`config.mk`:
```
export PLATFORM = sky130hd
export DESIGN_NAME = phase_edge_decoder
export DESIGN_NICKNAME = d
export VERILOG_FILES = /design/src/rtl/phase_edge_pkg.sv /design/src/rtl/ped_sample_order.sv /design/src/rtl/ped_trans_scan.sv /design/src/rtl/phase_edge_decoder.sv
export SDC_FILE = /design/constraint.sdc
export NUM_CORES = 1
export LEC_CHECK = 0
export BUFFER_PORTS_ARGS = -buffer_cell sky130_fd_sc_hd__buf_2
export CAP_MARGIN = 20
export CELL_PAD_IN_SITES_DETAIL_PLACEMENT = 0
export CELL_PAD_IN_SITES_GLOBAL_PLACEMENT = 2
export CORE_MARGIN = 5
export CORE_UTILIZATION = 30
export CTS_CLUSTER_DIAMETER = 100
export DETAILED_ROUTE_END_ITERATION = 10
export HOLD_SLACK_MARGIN = 0.06
export PLACE_DENSITY = 0.72
export SYNTH_ARGS = -nofsm -noshare
export SYNTH_HDL_FRONTEND = slang
export SYNTH_SLANG_ARGS = --single-unit
```
`constraint.sdc`:
```
create_clock -name clk -period 1.95 [get_ports clk]
set_input_delay 0.0975 -clock clk [delete_from_list [all_inputs] [get_ports clk]]
set_output_delay 0.0975 -clock clk [all_outputs]
set_load 0.005 [all_outputs]
```
`src/rtl/phase_edge_pkg.sv`:
```
package phase_edge_pkg;

    typedef enum logic [1:0] {
        CLS_NONE  = 2'd0,
        CLS_LEAD  = 2'd1,
        CLS_ON    = 2'd2,
        CLS_TRAIL = 2'd3
    } bin_class_e;

endpackage

```
`src/rtl/ped_sample_order.sv`:
```
// Interleaves the rising- and falling-edge phase words into one time-ordered vector.
module ped_sample_order #(
    parameter int NPH = 4,
    localparam int NS = 2 * NPH
) (
    input  logic [NPH-1:0] rise_i,
    input  logic [NPH-1:0] fall_i,
    output logic [NS-1:0]  smp_o
);
    for (genvar i = 0; i < NPH; i++) begin : g_order
        assign smp_o[i]       = rise_i[i];
        assign smp_o[NPH + i] = fall_i[i];
    end
endmodule

```
`src/rtl/ped_trans_scan.sv`:
```
// Finds level changes along the ordered samples, seeded by the previous bin's last sample.
module ped_trans_scan #(
    parameter int NS = 8,
    localparam int FW = $clog2(NS)
) (
    input  logic [NS-1:0] smp_i,
    input  logic          pred_i,
    output logic          any_o,
    output logic          multi_o,
    output logic          rise_o,
    output logic [FW-1:0] first_o
);
    logic [NS-1:0] diff;

    for (genvar k = 0; k < NS; k++) begin : g_diff
        if (k == 0) begin : g_head
            assign diff[k] = smp_i[0] ^ pred_i;
        end else begin : g_body
            assign diff[k] = smp_i[k] ^ smp_i[k-1];
        end
    end

    always_comb begin
        first_o = '0;
        for (int k = NS - 1; k >= 0; k--) begin
            if (diff[k]) first_o = FW'(k);
        end
    end

    assign any_o   = |diff;
    assign multi_o = |(diff & (diff - NS'(1)));
    assign rise_o  = smp_i[first_o];
endmodule

```
`src/rtl/phase_edge_decoder.sv`:
```
module phase_edge_decoder
    import phase_edge_pkg::*;
#(
    parameter int NPH = 4,
    parameter int BIN_W = 6,
    localparam int NS = 2 * NPH,
    localparam int FW = $clog2(NS),
    localparam int REC_W = 1 + BIN_W + FW
) (
    input  logic             clk,
    input  logic             rst_n,
    input  logic             bin_valid_i,
    input  logic             start_i,
    input  logic [NPH-1:0]   rise_smp_i,
    input  logic [NPH-1:0]   fall_smp_i,
    output logic             out_valid_o,
    output logic [1:0]       class_o,
    output logic [FW-1:0]    fine_o,
    output logic [BIN_W-1:0] bin_o,
    output logic             multi_err_o,
    output logic             hit_valid_o,
    output logic [REC_W-1:0] hit_rec_o
);
    typedef struct packed {
        logic             vld;
        bin_class_e       cls;
        logic [FW-1:0]    fine;
        logic [BIN_W-1:0] bin;
        logic             err;
        logic             hit;
        logic [REC_W-1:0] rec;
        logic             pred;
        logic [BIN_W-1:0] cnt;
    } state_t;

    state_t st_d, st_q;

    logic [NS-1:0]    smp;
    logic             pred_cur;
    logic [BIN_W-1:0] bin_cur;
    logic             any_chg, multi_chg, chg_rise;
    logic [FW-1:0]    first_pos;

    ped_sample_order #(.NPH(NPH)) u_order (
        .rise_i (rise_smp_i),
        .fall_i (fall_smp_i),
        .smp_o  (smp)
    );

    assign pred_cur = start_i ? 1'b0 : st_q.pred;
    assign bin_cur  = start_i ? '0 : st_q.cnt;

    ped_trans_scan #(.NS(NS)) u_scan (
        .smp_i   (smp),
        .pred_i  (pred_cur),
        .any_o   (any_chg),
        .multi_o (multi_chg),
        .rise_o  (chg_rise),
        .first_o (first_pos)
    );

    always_comb begin
        st_d      = st_q;
        st_d.vld  = 1'b0;
        st_d.cls  = CLS_NONE;
        st_d.fine = '0;
        st_d.bin  = '0;
        st_d.err  = 1'b0;
        st_d.hit  = 1'b0;
        st_d.rec  = '0;
        if (bin_valid_i) begin
            st_d.vld  = 1'b1;
            st_d.bin  = bin_cur;
            st_d.pred = smp[NS-1];
            st_d.cnt  = bin_cur + BIN_W'(1);
            if (any_chg) begin
                st_d.cls  = chg_rise ? CLS_LEAD : CLS_TRAIL;
                st_d.fine = first_pos;
                st_d.err  = multi_chg;
                st_d.hit  = 1'b1;
                st_d.rec  = {~chg_rise, bin_cur, first_pos};
            end else begin
                st_d.cls = smp[0] ? CLS_ON : CLS_NONE;
            end
        end
    end

    always_ff @(posedge clk or negedge rst_n) begin
        if (!rst_n) st_q <= '0;
        else        st_q <= st_d;
    end

    assign out_valid_o = st_q.vld;
    assign class_o     = st_q.cls;
    assign fine_o      = st_q.fine;
    assign bin_o       = st_q.bin;
    assign multi_err_o = st_q.err;
    assign hit_valid_o = st_q.hit;
    assign hit_rec_o   = st_q.rec;
endmodule

```
Word level (Yosys, flattened, before mapping)
Index checks and enable logic that the tools add are counted.
W data, S select, Z words.
- register bits: 31
- bits of input ports: 12
- output and inout port bits: 24
- logic and storage cells: 42
- add/sub/neg operators: 2
- $lt $le $gt $ge: 1
- muxes and demuxes: 18
- bitwise gates (word level): 10
- reduce and logical (&&, ||, !) cells: 2
- operators with widths (kind ; count):
    $mux W31 ; 1
    $mux W3 ; 9
    $reduce_or A8 Y1 ; 2
    $mux W12 ; 1
    $and A8 B8 Y8 ; 1
    $sub A8 B1 Y8 const B ; 1
    $xor A1 B1 Y1 ; 8
    $add A6 B1 Y6 const B ; 1
    $mux W2 ; 3
    $mux W6 ; 1
    $lt A3 B4 Y1 const B ; 1
    $bmux W1 S3 ; 1
    $mux W1 ; 2
    $not A1 Y1 ; 1

Longest topological paths before layout
Gate-level depths: netlist of the first run.
- word-level depth: 14
- depth in mapped cells: 7
- depth with buffers taken out: 6

By module
From an unflattened synthesis of the first run, not the netlist that was laid out.
- cell total of the unflattened synthesis: 186
- area, all modules: 1760.4 um^2
- by module, submodules not included (module ; times used ; cells each ; area each (um^2) ; seq. area each (um^2)):
    phase_edge_decoder ; 1 ; 101 ; 1188.6 ; 675.6
    ped_trans_scan ; 1 ; 77 ; 511.7 ; 0.0
    ped_sample_order ; 1 ; 8 ; 60.1 ; 0.0

Least setup slack after synthesis of the first run
Ideal clock, no wire load.
- kind: flip-flop to flip-flop
- from: register st_q[6] (netlist bit)
- to: register st_q, in the netlist class_o[1]
- setup time: 0.136 ns
- arrival: 1.600 ns
- data required time: 1.814 ns
- setup slack: 0.214 ns
- cell stages (with the launch flop): 8
- buffers on the path: 1
- period minus slack after synthesis: 1.736 ns
- cells stage by stage: dfrtp_1 -> nand2b_1 -> buf_2 -> a211o_1 -> and4b_4 -> mux2i_1 -> a211oi_1 -> o32ai_2
- RTL lines (what ; RTL line ; RTL):
    start, declared ; phase_edge_decoder.sv:36 ; state_t st_d, st_q;
    start signal, assigned ; phase_edge_decoder.sv:90 ; else st_q <= st_d;

==> impl_metrics.prom, run 1 <==
# TYPE chip_impl_metric gauge
chip_impl_metric{name="floorplan.initialDensity",unit=""} 0.306
chip_impl_metric{name="drtIter0Drc",unit=""} 49
chip_impl_metric{name="synthesized_netlist_net_count",unit=""} 179
chip_impl_metric{name="synth_edf_count",unit=""} 0
chip_impl_metric{name="placement.setup.worst_slack",unit="ns"} 0.0468
chip_impl_metric{name="cts_max_level",unit=""} 1
chip_impl_metric{name="grt_start_max_net_pins",unit=""} 28
chip_impl_metric{name="cts_made_buffers",unit=""} 3
chip_impl_metric{name="fin_worst_skew",unit="ns"} 0.00546
chip_impl_metric{name="grt_pass1_vias",unit=""} 1143
chip_impl_metric{name="grtUsageTotal",unit=""} 0.103
chip_impl_metric{name="yosysWarningCount",unit=""} 0
chip_impl_info{name="hold_wc_startpoint",value="bin_valid_i"} 1
chip_impl_metric{name="final_nets",unit=""} 191
chip_impl_metric{name="power_leakage",unit="nW"} 0.798
chip_impl_metric{name="cellInternalPower",unit="W"} 0.000871
chip_impl_metric{name="synth.avg_cell_area",unit="sq um"} 9.35
chip_impl_metric{name="detailroute.via_count",unit=""} 1165
chip_impl_metric{name="die-height",unit="microns"} 81.9
chip_impl_info{name="cp-start-kind",value="register"} 1
chip_impl_metric{name="slew_at_the_pin_closest_to_its_max_slew_limit",unit="ns"} 0.600
chip_impl_metric{name="detail_route.wirelength",unit="microns"} 3320
chip_impl_metric{name="timing.critical_path.required",unit="ns"} 2.13
chip_impl_metric{name="dp.final_hpwl",unit="microns"} 2440
chip_impl_metric{name="synthAdderAreaFrac",unit=""} 0.00806
chip_impl_metric{name="cts.sinks",unit=""} 27
chip_impl_metric{name="slew_headroom",unit=""} 0.600
chip_impl_info{name="final_cell_mix",value="sky130_fd_sc_hd__buf_2, sky130_fd_sc_hd__dfrtp_1, sky130_fd_sc_hd__nor2_1"} 1
chip_impl_info{name="synth_top_family_by_area",value="simple AND/OR/NAND/NOR gates"} 1
chip_impl_metric{name="p_seq_frac",unit=""} 0.535
chip_impl_metric{name="post_drt_wl_per_cell",unit="microns"} 13.4
chip_impl_metric{name="post-route-period-util",unit=""} 0.961
chip_impl_metric{name="final_hold_viol_count",unit=""} 0
chip_impl_info{name="rsz_0062_raised_after_global_routing",value="false"} 1
chip_impl_metric{name="final_layout_size_suffix_gt1_frac",unit=""} 0.277
chip_impl_metric{name="fmaxAchievable",unit="GHz"} 0.534
chip_impl_metric{name="irDropWorstVdd",unit="uV"} 277
chip_impl_metric{name="overflow",unit=""} 0
chip_impl_info{name="critPathLaunch",value="st_q[6]$_DFFE_PN0P_"} 1
chip_impl_metric{name="power_switching_share",unit=""} 0.279
chip_impl_info{name="critical_path.cell_chain",value="nand2b_1 -> a2111oi_2 -> and4b_4 -> mux2i_1 -> a211oi_2 -> o32ai_2"} 1
chip_impl_metric{name="post_synth_cell_types",unit=""} 38
chip_impl_metric{name="critPathBufInv",unit=""} 0
chip_impl_metric{name="synthesis.area",unit="sq um"} 1550
chip_impl_metric{name="core-area",unit="sq um"} 5070
chip_impl_metric{name="num_rows",unit=""} 26
chip_impl_metric{name="gpl.final_weighted_congestion",unit=""} 0.867
chip_impl_metric{name="post-route-min-period",unit="ns"} 1.87
chip_impl_info{name="outcome",value="finished clean"} 1
chip_impl_metric{name="ctsLongestPathBuffers",unit=""} 2
chip_impl_metric{name="dieArea",unit="sq um"} 6710
chip_impl_metric{name="final-setup-viol-count",unit=""} 0
chip_impl_metric{name="synth_sequential_area_ratio",unit=""} 0.435
chip_impl_metric{name="antenna_violating_nets_post_route",unit=""} 0
chip_impl_metric{name="synthArstFlopShare",unit=""} 1.00
chip_impl_metric{name="placement.io_buffers",unit=""} 35
chip_impl_metric{name="grt_antenna_before_repair",unit=""} 0
chip_impl_metric{name="cts_setup_buffers",unit=""} 0
chip_impl_metric{name="global_route_wire_length_before_repair",unit="microns"} 5450
chip_impl_metric{name="post_synth_inst_count",unit=""} 166
chip_impl_metric{name="drt_pass1_iterations",unit=""} 4
chip_impl_metric{name="critical_path.max_fanout",unit=""} 8
chip_impl_metric{name="chipWidth",unit="microns"} 81.9
chip_impl_metric{name="yosys.area_share.simple",unit=""} 0.202
chip_impl_metric{name="synth_compound_area_frac",unit=""} 0.156
chip_impl_metric{name="post_drt_via_cell_ratio",unit=""} 4.72
chip_impl_info{name="most_common_cell_after_layout_fill_and_taps_aside",value="sky130_fd_sc_hd__buf_2"} 1
chip_impl_metric{name="fin_setup_tns",unit="ns"} 0
chip_impl_metric{name="drc",unit=""} 0
chip_impl_metric{name="crit_path_max_incr_delay",unit="ns"} 0.40
chip_impl_info{name="worstHoldPathType",value="input pin to register"} 1
chip_impl_metric{name="relative_contribution_of_combinational_cells_to_total_power",unit=""} 0.209
chip_impl_info{name="clockRootBuffer",value="sky130_fd_sc_hd__clkbuf_8"} 1
chip_impl_metric{name="final.setup.worst_slack",unit="ns"} 0.0758
chip_impl_metric{name="clock_latency_on_the_worst_skew_pair",unit="ns"} 0.27
chip_impl_metric{name="max_cap_violations",unit=""} 0
chip_impl_metric{name="power_dissipated_by_switching_net_loads",unit="W"} 0.000338
chip_impl_metric{name="top_level_ports",unit=""} 36
chip_impl_info{name="path_delay_family",value="simple AND/OR/NAND/NOR gates"} 1
chip_impl_info{name="type_of_element_capturing_the_critical_path",value="register"} 1
chip_impl_metric{name="n_antenna_cell",unit=""} 0
chip_impl_info{name="synthFlopType",value="sky130_fd_sc_hd__dfrtp_1"} 1
chip_impl_metric{name="final_core_util",unit=""} 0.331
chip_impl_metric{name="drv_slew",unit=""} 0
chip_impl_metric{name="muxShareOfSynthArea",unit=""} 0.0403
chip_impl_info{name="cts_tree",value="yes"} 1
chip_impl_metric{name="power_frac_clock",unit=""} 0.256
chip_impl_metric{name="post_synth_xor_area_fraction",unit=""} 0
chip_impl_metric{name="cts.clk_slew.worst_paths",unit="ns"} 0.09
chip_impl_info{name="regToRegStartpoint",value="st_q[6]$_DFFE_PN0P_"} 1
chip_impl_metric{name="cp_data_arrival_time",unit="ns"} 2.05
chip_impl_info{name="slowest_cell_on_crit_path",value="sky130_fd_sc_hd__dfrtp_1"} 1
chip_impl_metric{name="area.growth.synth_to_final",unit="%"} 8.14
chip_impl_metric{name="yosys_register_bits",unit=""} 27
chip_impl_metric{name="power_per_cell_area",unit="nW/um^2"} 720
chip_impl_info{name="setup.worst_path.class",value="register to register"} 1
==> kinds of logic (layout without fill, tap and decap cells) <==
group / count (synthesis) / after routing
compound gates: 34 / 34
fa+ha+maj: 1 / 1
buf+inv: 40 / 51
flops: 27 / 27
mux: 6 / 6
simple gates: 58 / 58
==> Yosys cell counts, types with 2 or more instances <==
| library cell | count | area (sq um) |
|---|---|---|
| sky130_fd_sc_hd__a211oi_2 | 2 | 25.0 |
| sky130_fd_sc_hd__a21oi_1 | 7 | 35.0 |
| sky130_fd_sc_hd__a22oi_1 | 2 | 15.0 |
| sky130_fd_sc_hd__a31oi_1 | 5 | 31.3 |
| sky130_fd_sc_hd__and2_1 | 7 | 43.8 |
| sky130_fd_sc_hd__and3_1 | 3 | 18.8 |
| sky130_fd_sc_hd__buf_2 | 4 | 20.0 |
| sky130_fd_sc_hd__buf_4 | 21 | 158 |
| sky130_fd_sc_hd__clkbuf_1 | 4 | 15.0 |
| sky130_fd_sc_hd__dfrtp_1 | 27 | 676 |
| sky130_fd_sc_hd__inv_1 | 9 | 33.8 |
| sky130_fd_sc_hd__mux2_2 | 2 | 22.5 |
| sky130_fd_sc_hd__mux2i_1 | 4 | 40.0 |
| sky130_fd_sc_hd__nand2_1 | 8 | 30.0 |
| sky130_fd_sc_hd__nand2b_1 | 4 | 25.0 |
| sky130_fd_sc_hd__nand3_1 | 5 | 25.0 |
| sky130_fd_sc_hd__nor2_1 | 12 | 45.0 |
| sky130_fd_sc_hd__nor2b_1 | 5 | 31.3 |
| sky130_fd_sc_hd__nor3_1 | 7 | 35.0 |
| sky130_fd_sc_hd__nor3b_1 | 3 | 22.5 |
| sky130_fd_sc_hd__o21ai_0 | 5 | 25.0 |
| sky130_fd_sc_hd__o22ai_1 | 4 | 25.0 |
==> final cells by class <==
type                    instances  area (sq um)
repair buffers                 38           200
well taps                      70          87.6
multi-input cells              99           637
inverters                       9          33.8
flip-flops and latches         27           676
fillers                       562          3400
clock buffers                   4          45.0
==> state kept, by name (all words and copies together), names as in the netlist <==
name         cells
hit_rec_o       10
st_q             7
bin_o            6
class_o          2
multi_err_o      1
out_valid_o      1
==> metrics by stage <==
step	hold WS [ns]	cells	power (W)	instance area [sq um]
after floorplan	-0.198	166	0.000855	1550
after global placement	0.129	242	0.000904	1620
after detailed placement	0.146	242	0.000909	1620
after CTS	0.122	247	0.00123	1670
after global routing	0.134	247	0.00129	1680
final	0.133	247	0.00121	1680
==> what timing repair did <==
item,4_1_cts,5_1_grt
hold buffers,1,0
hold endpoints to repair,27,0
endpoints found under the setup margin,0,2
resized for setup,0,1
==> worst paths after layout <==
| kind | cells after the start | endpoint | slack (ns) |
|---|---|---|---|
| worst min-delay path | 1 | out_valid_o$_DFF_PN0_ | 0.13 |
| worst max register to register | 6 | class_o[1]$_DFF_PN0_ | 0.08 |
| max in group asynchronous | 2 | st_q[2]$_DFFE_PN0P_ | 1.19 |
| worst max-delay path | 6 | class_o[1]$_DFF_PN0_ | 0.08 |
| min in group asynchronous | 2 | st_q[1]$_DFFE_PN0P_ | 0.37 |
| worst min register to register | 1 | bin_o[5]$_DFF_PN0_ | 0.49 |
==> power by group through the flow <==
stage / Sequential [W] / Clock, W / Combinational [W]
after floorplan: 0.000653 / 0 / 0.000202
after global placement: 0.000658 / 0 / 0.000247
after detailed placement: 0.000658 / 0 / 0.000251
after CTS: 0.000648 / 0.000330 / 0.000254
after global routing: 0.000657 / 0.000348 / 0.000283
final: 0.000647 / 0.000309 / 0.000252
==> worst register-to-register path, delay by kind of cell (launching register included) <==
kind	cells	cell delay [ns]
muxes	1	0.28
DFF	1	0.40
AOI/OAI and AO/OA	3	0.48
and+or+nand+nor	2	0.63
==> per-layer routing <==
| layer | routed length [microns] | vias up | part of all wire | track usage |
|---|---|---|---|---|
| li1 | - | 581 | - | - |
| met1 | 1620 | 551 | 0.49 | 0.142 |
| met2 | 1510 | 31 | 0.46 | 0.165 |
| met3 | 156 | 2 | 0.047 | 0.0186 |
| met4 | 27 | 0 | 0.0081 | 0.0316 |
| met5 | 0 | - | 0 | 0 |
Note: power is estimated with default switching activity, not from simulation.
==> inputs of run 2 (changes only) <==
--- a/config.mk
+++ b/config.mk
@@ -10,11 +10,11 @@
 export CELL_PAD_IN_SITES_DETAIL_PLACEMENT = 0
 export CELL_PAD_IN_SITES_GLOBAL_PLACEMENT = 2
 export CORE_MARGIN = 5
-export CORE_UTILIZATION = 30
+export CORE_UTILIZATION = 32
 export CTS_CLUSTER_DIAMETER = 100
 export DETAILED_ROUTE_END_ITERATION = 10
 export HOLD_SLACK_MARGIN = 0.06
-export PLACE_DENSITY = 0.72
+export PLACE_DENSITY = 0.76
 export SYNTH_ARGS = -nofsm -noshare
 export SYNTH_HDL_FRONTEND = slang
 export SYNTH_SLANG_ARGS = --single-unit
==> impl_metrics.prom, run 2 (same netlist as run 1, synthesis figures left out) <==
# TYPE chip_impl_metric gauge
chip_impl_info{name="outcome",value="finished clean"} 1
chip_impl_metric{name="cts_made_buffers",unit=""} 3
chip_impl_metric{name="floorplan.initialDensity",unit=""} 0.329
chip_impl_metric{name="grtUsageTotal",unit=""} 0.107
chip_impl_metric{name="cts_max_level",unit=""} 1
chip_impl_metric{name="global_route_wire_length_before_repair",unit="microns"} 5410
chip_impl_metric{name="post-route-period-util",unit=""} 0.906
chip_impl_metric{name="detailed_place.area",unit="sq um"} 1620
chip_impl_metric{name="drc",unit=""} 0
chip_impl_metric{name="post_drt_via_cell_ratio",unit=""} 4.69
chip_impl_metric{name="slew_headroom",unit=""} 0.606
chip_impl_metric{name="final.setup.worst_slack",unit="ns"} 0.183
chip_impl_metric{name="n_antenna_cell",unit=""} 0
chip_impl_metric{name="drt_pass1_iterations",unit=""} 4
chip_impl_metric{name="final_layout_size_suffix_gt1_frac",unit=""} 0.296
chip_impl_info{name="cts_tree",value="yes"} 1
chip_impl_metric{name="fmaxAchievable",unit="GHz"} 0.566
chip_impl_metric{name="grt_start_max_net_pins",unit=""} 28
chip_impl_metric{name="area.growth.synth_to_final",unit="%"} 9.27
chip_impl_metric{name="final_core_util",unit=""} 0.359
chip_impl_info{name="hold_wc_startpoint",value="bin_valid_i"} 1
chip_impl_metric{name="max_cap_violations",unit=""} 0
chip_impl_metric{name="timing.critical_path.required",unit="ns"} 2.10
chip_impl_metric{name="cts.sinks",unit=""} 27
chip_impl_info{name="most_common_cell_after_layout_fill_and_taps_aside",value="sky130_fd_sc_hd__buf_2"} 1
chip_impl_metric{name="power_leakage",unit="nW"} 0.807
chip_impl_metric{name="crit_path_max_incr_delay",unit="ns"} 0.38
chip_impl_metric{name="placement.setup.worst_slack",unit="ns"} 0.0708
chip_impl_metric{name="die-height",unit="microns"} 79.7
chip_impl_info{name="critPathLaunch",value="st_q[6]$_DFFE_PN0P_"} 1
chip_impl_info{name="worstHoldPathType",value="input pin to register"} 1
chip_impl_metric{name="num_rows",unit=""} 25
chip_impl_metric{name="irDropWorstVdd",unit="uV"} 254
chip_impl_metric{name="post-route-min-period",unit="ns"} 1.77
chip_impl_metric{name="post_drt_wl_per_cell",unit="microns"} 13.3
chip_impl_info{name="setup.worst_path.class",value="register to register"} 1
chip_impl_info{name="cp-start-kind",value="register"} 1
chip_impl_info{name="rsz_0062_raised_after_global_routing",value="false"} 1
chip_impl_metric{name="core-area",unit="sq um"} 4720
chip_impl_info{name="clockRootBuffer",value="sky130_fd_sc_hd__clkbuf_8"} 1
chip_impl_metric{name="gpl.final_weighted_congestion",unit=""} 0.818
chip_impl_metric{name="final-setup-viol-count",unit=""} 0
chip_impl_metric{name="slew_at_the_pin_closest_to_its_max_slew_limit",unit="ns"} 0.591
chip_impl_metric{name="largest_register_ffs",unit=""} 10
chip_impl_info{name="path_delay_family",value="compound AO/OA/AOI/OAI gates"} 1
chip_impl_metric{name="grt_pass1_vias",unit=""} 1096
chip_impl_metric{name="antenna_violating_nets_post_route",unit=""} 0
chip_impl_metric{name="final_nets",unit=""} 193
chip_impl_metric{name="critical_path.max_fanout",unit=""} 8
chip_impl_info{name="critical_path.cell_chain",value="nand2b_2 -> a2111oi_2 -> and4b_4 -> mux2i_1 -> a211oi_2 -> o32ai_2"} 1
chip_impl_info{name="final_cell_mix",value="sky130_fd_sc_hd__buf_2, sky130_fd_sc_hd__dfrtp_1, sky130_fd_sc_hd__nor2_1"} 1
chip_impl_metric{name="drtIter0Drc",unit=""} 60
chip_impl_metric{name="cts.clk_slew.worst_paths",unit="ns"} 0.09
chip_impl_metric{name="layout.cell_area.non_filler",unit="sq um"} 1700
chip_impl_metric{name="drv_slew",unit=""} 0
chip_impl_info{name="type_of_element_capturing_the_critical_path",value="register"} 1
chip_impl_metric{name="chipWidth",unit="microns"} 79.7
chip_impl_metric{name="ctsLongestPathBuffers",unit=""} 2
chip_impl_metric{name="critPathBufInv",unit=""} 0
chip_impl_info{name="regToRegStartpoint",value="st_q[6]$_DFFE_PN0P_"} 1
chip_impl_metric{name="grt_antenna_before_repair",unit=""} 0
chip_impl_info{name="slowest_cell_on_crit_path",value="sky130_fd_sc_hd__dfrtp_1"} 1
chip_impl_metric{name="detailroute.via_count",unit=""} 1154
chip_impl_metric{name="cp_data_arrival_time",unit="ns"} 1.92
chip_impl_metric{name="final_hold_viol_count",unit=""} 0
chip_impl_metric{name="overflow",unit=""} 0
chip_impl_metric{name="placement.io_buffers",unit=""} 35
chip_impl_metric{name="power_per_cell_area",unit="nW/um^2"} 725
chip_impl_metric{name="clock_latency_on_the_worst_skew_pair",unit="ns"} 0.27
chip_impl_metric{name="detail_route.wirelength",unit="microns"} 3280
chip_impl_metric{name="fin_worst_skew",unit="ns"} 0.00621
chip_impl_metric{name="dp.final_hpwl",unit="microns"} 2420
chip_impl_metric{name="dieArea",unit="sq um"} 6350
chip_impl_metric{name="top_level_ports",unit=""} 36
chip_impl_metric{name="fin_setup_tns",unit="ns"} 0
## run 2: cell count changes in the layout (fill, tap and decap cells not counted)
cell	change
sky130_fd_sc_hd__nand2b_1	-1
sky130_fd_sc_hd__clkbuf_1	-1
sky130_fd_sc_hd__nand2b_2	+1
sky130_fd_sc_hd__clkinvlp_4	+1
sky130_fd_sc_hd__buf_4	+2
## run 2: through the flow
stage / instances / hold WS (ns) / power, W
after floorplan: 166 / -0.198 / 0.000855
after global placement: 240 / 0.122 / 0.000903
after detailed placement: 240 / 0.138 / 0.000912
after CTS: 245 / 0.128 / 0.00124
after global routing: 246 / 0.140 / 0.00131
final: 246 / 0.134 / 0.00123
## run 2: final cells by class
cell class                      instances  area [sq um]
Clock buffer                            3          41.3
Multi-Input combinational cell         99           639
Tap cell                               67          83.8
Fill cell                             507          3030
Clock inverter                          1          7.51
Inverter                                9          33.8
Sequential cell                        27           676
Timing Repair Buffer                   40           215
## run 2: path summary, 6_finish.rpt
check                                             end  slack, ns  cells after the start
worst max-delay path             class_o[1]$_DFF_PN0_       0.18                      6
worst min-delay path            out_valid_o$_DFF_PN0_       0.13                      1
worst max register to register   class_o[1]$_DFF_PN0_       0.18                      6
worst min register to register     bin_o[5]$_DFF_PN0_       0.49                      1
max in group asynchronous         st_q[1]$_DFFE_PN0P_       1.21                      2
min in group asynchronous          bin_o[2]$_DFF_PN0_       0.35                      2
## run 2: routing by layer
layer  vias up  part of all wire  GRT usage
li1        579                 -          -
met1       539              0.50      0.156
met2        34              0.43      0.162
met3         2             0.065     0.0147
met4         0            0.0091     0.0395
met5         -                 0          0
## run 2: what timing repair did
item                                    in CTS  in global routing
hold buffers                                 1                  0
endpoints found under the setup margin       0                  2
buffers inserted                             0                  1
hold endpoints to repair                    27                  0
gates resized for setup                      0                  2
## run 2: power breakdown
group / total (W) / internal [W] / switching, W
sequential: 0.000649 / 0.000615 / 0.0000339
clock: 0.000327 / 0.000145 / 0.000182
combinational: 0.000254 / 0.000113 / 0.000141
==> inputs of run 3 (changes only) <==
--- a/config.mk
+++ b/config.mk
@@ -5,16 +5,17 @@
 export SDC_FILE = /design/constraint.sdc
 export NUM_CORES = 1
 export LEC_CHECK = 0
-export BUFFER_PORTS_ARGS = -buffer_cell sky130_fd_sc_hd__buf_2
 export CAP_MARGIN = 20
 export CELL_PAD_IN_SITES_DETAIL_PLACEMENT = 0
 export CELL_PAD_IN_SITES_GLOBAL_PLACEMENT = 2
 export CORE_MARGIN = 5
-export CORE_UTILIZATION = 32
+export CORE_UTILIZATION = 38
 export CTS_CLUSTER_DIAMETER = 100
 export DETAILED_ROUTE_END_ITERATION = 10
+export DONT_BUFFER_PORTS = 1
 export HOLD_SLACK_MARGIN = 0.06
 export PLACE_DENSITY = 0.76
 export SYNTH_ARGS = -nofsm -noshare
 export SYNTH_HDL_FRONTEND = slang
+export SYNTH_HIERARCHICAL = 1
 export SYNTH_SLANG_ARGS = --single-unit
==> impl_metrics.prom, run 3 <==
# TYPE chip_impl_metric gauge
chip_impl_info{name="outcome",value="finished clean"} 1
chip_impl_metric{name="ctsLongestPathBuffers",unit=""} 2
chip_impl_metric{name="floorplan.initialDensity",unit=""} 0.399
chip_impl_metric{name="fmaxAchievable",unit="GHz"} 0.518
chip_impl_metric{name="placement.io_buffers",unit=""} 0
chip_impl_info{name="synthMostInstantiatedCell",value="sky130_fd_sc_hd__buf_4"} 1
chip_impl_metric{name="dp.final_hpwl",unit="microns"} 2400
chip_impl_info{name="synth_area_leader_cell",value="sky130_fd_sc_hd__dfrtp_1"} 1
chip_impl_metric{name="slew_headroom",unit=""} 0.600
chip_impl_info{name="most_common_cell_after_layout_fill_and_taps_aside",value="sky130_fd_sc_hd__dfrtp_1"} 1
chip_impl_metric{name="placement.setup.worst_slack",unit="ns"} -0.0855
chip_impl_metric{name="dr_wl_met2",unit="microns"} 1360
chip_impl_metric{name="timing.critical_path.required",unit="ns"} 2.11
chip_impl_metric{name="dieArea",unit="sq um"} 6090
chip_impl_metric{name="detailroute.via_count",unit=""} 1148
chip_impl_metric{name="synth.avg_cell_area",unit="sq um"} 9.46
chip_impl_metric{name="cts_made_buffers",unit=""} 3
chip_impl_metric{name="rrSetupSlack",unit="ns"} 0.02
chip_impl_info{name="setup.worst_path.class",value="register to register"} 1
chip_impl_metric{name="drtIter0Drc",unit=""} 53
chip_impl_metric{name="grt_antenna_before_repair",unit=""} 0
chip_impl_metric{name="top_level_ports",unit=""} 36
chip_impl_metric{name="grtUsageTotal",unit=""} 0.114
chip_impl_metric{name="irDropWorstVdd",unit="uV"} 298
chip_impl_metric{name="yosysWarningCount",unit=""} 6
chip_impl_metric{name="detail_route.wirelength",unit="microns"} 3380
chip_impl_metric{name="max_cap_violations",unit=""} 0
chip_impl_metric{name="slew_at_the_pin_closest_to_its_max_slew_limit",unit="ns"} 0.598
chip_impl_info{name="critPathLaunch",value="st_q[6]$_DFFE_PN0P_"} 1
chip_impl_metric{name="reg2reg_depth",unit=""} 9
chip_impl_metric{name="n_antenna_cell",unit=""} 0
chip_impl_metric{name="critical_path.max_fanout",unit=""} 4
chip_impl_metric{name="synth_sequential_area_ratio",unit=""} 0.384
chip_impl_metric{name="grt_pass1_vias",unit=""} 1106
chip_impl_metric{name="cts.sinks",unit=""} 27
chip_impl_metric{name="synthArstFlopShare",unit=""} 1.00
chip_impl_metric{name="antenna_violating_nets_post_route",unit=""} 0
chip_impl_metric{name="chipWidth",unit="microns"} 78.1
chip_impl_metric{name="synthesized_netlist_net_count",unit=""} 199
chip_impl_metric{name="largest_register_ffs",unit=""} 10
chip_impl_info{name="type_of_element_capturing_the_critical_path",value="register"} 1
chip_impl_metric{name="fin_worst_skew",unit="ns"} 0.00804
chip_impl_metric{name="area.growth.synth_to_final",unit="%"} -1.99
chip_impl_metric{name="power_leakage",unit="nW"} 0.807
chip_impl_info{name="top_area_cells_in_the_synthesized_netlist",value="sky130_fd_sc_hd__dfrtp_1, sky130_fd_sc_hd__buf_4, sky130_fd_sc_hd__and3_1"} 1
chip_impl_metric{name="synth_top_area_share",unit=""} 0.384
chip_impl_metric{name="holdWs",unit="ns"} 0.0879
chip_impl_metric{name="final_layout_size_suffix_gt1_frac",unit=""} 0.211
chip_impl_metric{name="final_hold_viol_count",unit=""} 0
chip_impl_metric{name="fin_setup_tns",unit="ns"} 0
chip_impl_metric{name="drc",unit=""} 0
chip_impl_info{name="cts_tree",value="yes"} 1
chip_impl_metric{name="final.setup.worst_slack",unit="ns"} 0.0186
chip_impl_metric{name="post_drt_via_cell_ratio",unit=""} 5.39
chip_impl_metric{name="post_synth_inst_count",unit=""} 186
chip_impl_info{name="worstHoldPathType",value="input pin to register"} 1
chip_impl_info{name="final_cell_mix",value="sky130_fd_sc_hd__dfrtp_1, sky130_fd_sc_hd__and3_1, sky130_fd_sc_hd__inv_1"} 1
chip_impl_metric{name="core-area",unit="sq um"} 4410
chip_impl_metric{name="grt_start_max_net_pins",unit=""} 28
chip_impl_metric{name="final_nets",unit=""} 175
chip_impl_metric{name="power_per_cell_area",unit="nW/um^2"} 693
chip_impl_metric{name="timing.hold.worst_path_depth",unit=""} 3
chip_impl_info{name="rsz_0062_raised_after_global_routing",value="true"} 1
chip_impl_metric{name="post-route-period-util",unit=""} 0.990
chip_impl_metric{name="met1_length",unit="microns"} 1700
chip_impl_info{name="cp-start-kind",value="register"} 1
chip_impl_info{name="netlist_top_cells_count",value="sky130_fd_sc_hd__buf_4, sky130_fd_sc_hd__dfrtp_1, sky130_fd_sc_hd__and3_1"} 1
chip_impl_metric{name="final-setup-viol-count",unit=""} 0
chip_impl_metric{name="drt_pass1_iterations",unit=""} 4
chip_impl_info{name="rr_endpoint",value="class_o[1]$_DFF_PN0_"} 1
chip_impl_metric{name="post-route-min-period",unit="ns"} 1.93
chip_impl_info{name="maxUsedRoutingLayer",value="met4"} 1
chip_impl_info{name="clockRootBuffer",value="sky130_fd_sc_hd__clkbuf_8"} 1
chip_impl_info{name="regToRegStartpoint",value="st_q[6]$_DFFE_PN0P_"} 1
chip_impl_metric{name="global_route_wire_length_before_repair",unit="microns"} 5570
chip_impl_metric{name="cts.clk_slew.worst_paths",unit="ns"} 0.09
chip_impl_metric{name="yosys_register_bits",unit=""} 27
chip_impl_metric{name="num_rows",unit=""} 24
chip_impl_metric{name="overflow",unit=""} 0
chip_impl_info{name="hold_wc_startpoint",value="start_i"} 1
chip_impl_metric{name="clock_latency_on_the_worst_skew_pair",unit="ns"} 0.27
chip_impl_info{name="min_to",value="st_q[2]$_DFFE_PN0P_"} 1
chip_impl_info{name="synthFlopType",value="sky130_fd_sc_hd__dfrtp_1"} 1
chip_impl_metric{name="wl_met3",unit="microns"} 286
chip_impl_metric{name="cts_max_level",unit=""} 1
chip_impl_metric{name="die-height",unit="microns"} 78.1
chip_impl_metric{name="post_synth_cell_types",unit=""} 57
chip_impl_metric{name="synthesis.area",unit="sq um"} 1760
chip_impl_metric{name="cp_data_arrival_time",unit="ns"} 2.09
chip_impl_metric{name="drv_slew",unit=""} 0
chip_impl_metric{name="synth_edf_count",unit=""} 0
chip_impl_metric{name="post_drt_wl_per_cell",unit="microns"} 15.8
chip_impl_metric{name="gpl.final_weighted_congestion",unit=""} 0.808
## run 3: cell types whose count changed after synthesis, moves of 3 or more
| cell | before | now |
|---|---|---|
| sky130_fd_sc_hd__and3_1 | 3 | 11 |
| sky130_fd_sc_hd__nor3_1 | 7 | 4 |
| sky130_fd_sc_hd__nor3b_1 | 3 | 0 |
| sky130_fd_sc_hd__and2b_2 | 0 | 3 |
| sky130_fd_sc_hd__a31oi_1 | 5 | 1 |
| sky130_fd_sc_hd__nand3_1 | 5 | 8 |
| sky130_fd_sc_hd__buf_4 | 21 | 30 |
| sky130_fd_sc_hd__xnor2_1 | 0 | 3 |
| sky130_fd_sc_hd__nor2_1 | 12 | 8 |
| sky130_fd_sc_hd__nand2b_1 | 4 | 1 |
| sky130_fd_sc_hd__a21oi_1 | 7 | 4 |
## run 3: power by group
part / switching, W / internal [W]
registers: 0.0000484 / 0.000612
logic: 0.000108 / 0.000115
clock network: 0.000167 / 0.000145
total: 0.000323 / 0.000872
## run 3: cell type report
cell class	count	area (sq um)
clock inverter	1	7.51
clock buffer	3	41.3
fill	453	2690
tap	52	65.1
sequential	27	676
multi-input combinational	110	798
timing repair buffer	10	100
inverter	10	37.5
## run 3: repair_timing
action,CTS,global route
endpoints found under the setup margin,3,3
endpoints found under the hold margin,48,0
pin swaps,0,3
setup buffers,0,0
gates resized for setup,3,3
hold buffers,6,0
## run 3: metal layers
layer,up-vias,global-route usage
li1,560,-
met1,549,0.168
met4,0,0.0253
met5,-,0
met3,5,0.0412
met2,34,0.159
## run 3: per-stage QoR
stage / total power (W) / std cells / instance area, sq um / utilization
after floorplan: 0.000888 / 186 / 1760 / -
after global placement: 0.000855 / 203 / 1570 / 0.357
after detailed placement: 0.000859 / 203 / 1570 / 0.357
after CTS: 0.00121 / 213 / 1710 / 0.387
after global routing: 0.00128 / 213 / 1730 / 0.391
final: 0.00120 / 213 / 1730 / 0.391
## run 3: worst max path at each step
stage / endpoint
after floorplan: class_o[1]$_DFF_PN0_
after global placement: class_o[1]$_DFF_PN0_
after detailed placement: class_o[1]$_DFF_PN0_
after CTS: class_o[1]$_DFF_PN0_
after global routing: multi_err_o$_DFF_PN0_
final: class_o[1]$_DFF_PN0_
## run 3: logic make-up after synthesis
kind of cell,synth area share
and+or+nand+nor,0.222
muxes,0.0242
DFF,0.384
AOI/OAI and AO/OA,0.161
adders and majority gates,0.00711
buffers and inverters,0.181
xor gates and xnor gates,0.0199
## run 3: worst max-delay path, stage by stage, from the launching register on
cell and delay, ns:
sky130_fd_sc_hd__dfrtp_1 0.38, sky130_fd_sc_hd__and2b_2 0.21, sky130_fd_sc_hd__buf_4 0.15, sky130_fd_sc_hd__nand2_1 0.14, sky130_fd_sc_hd__o22ai_2 0.11, sky130_fd_sc_hd__and3_4 0.18
sky130_fd_sc_hd__and2_1 0.16, sky130_fd_sc_hd__a221oi_2 0.31, sky130_fd_sc_hd__nand2_1 0.08, sky130_fd_sc_hd__o211a_1 0.11
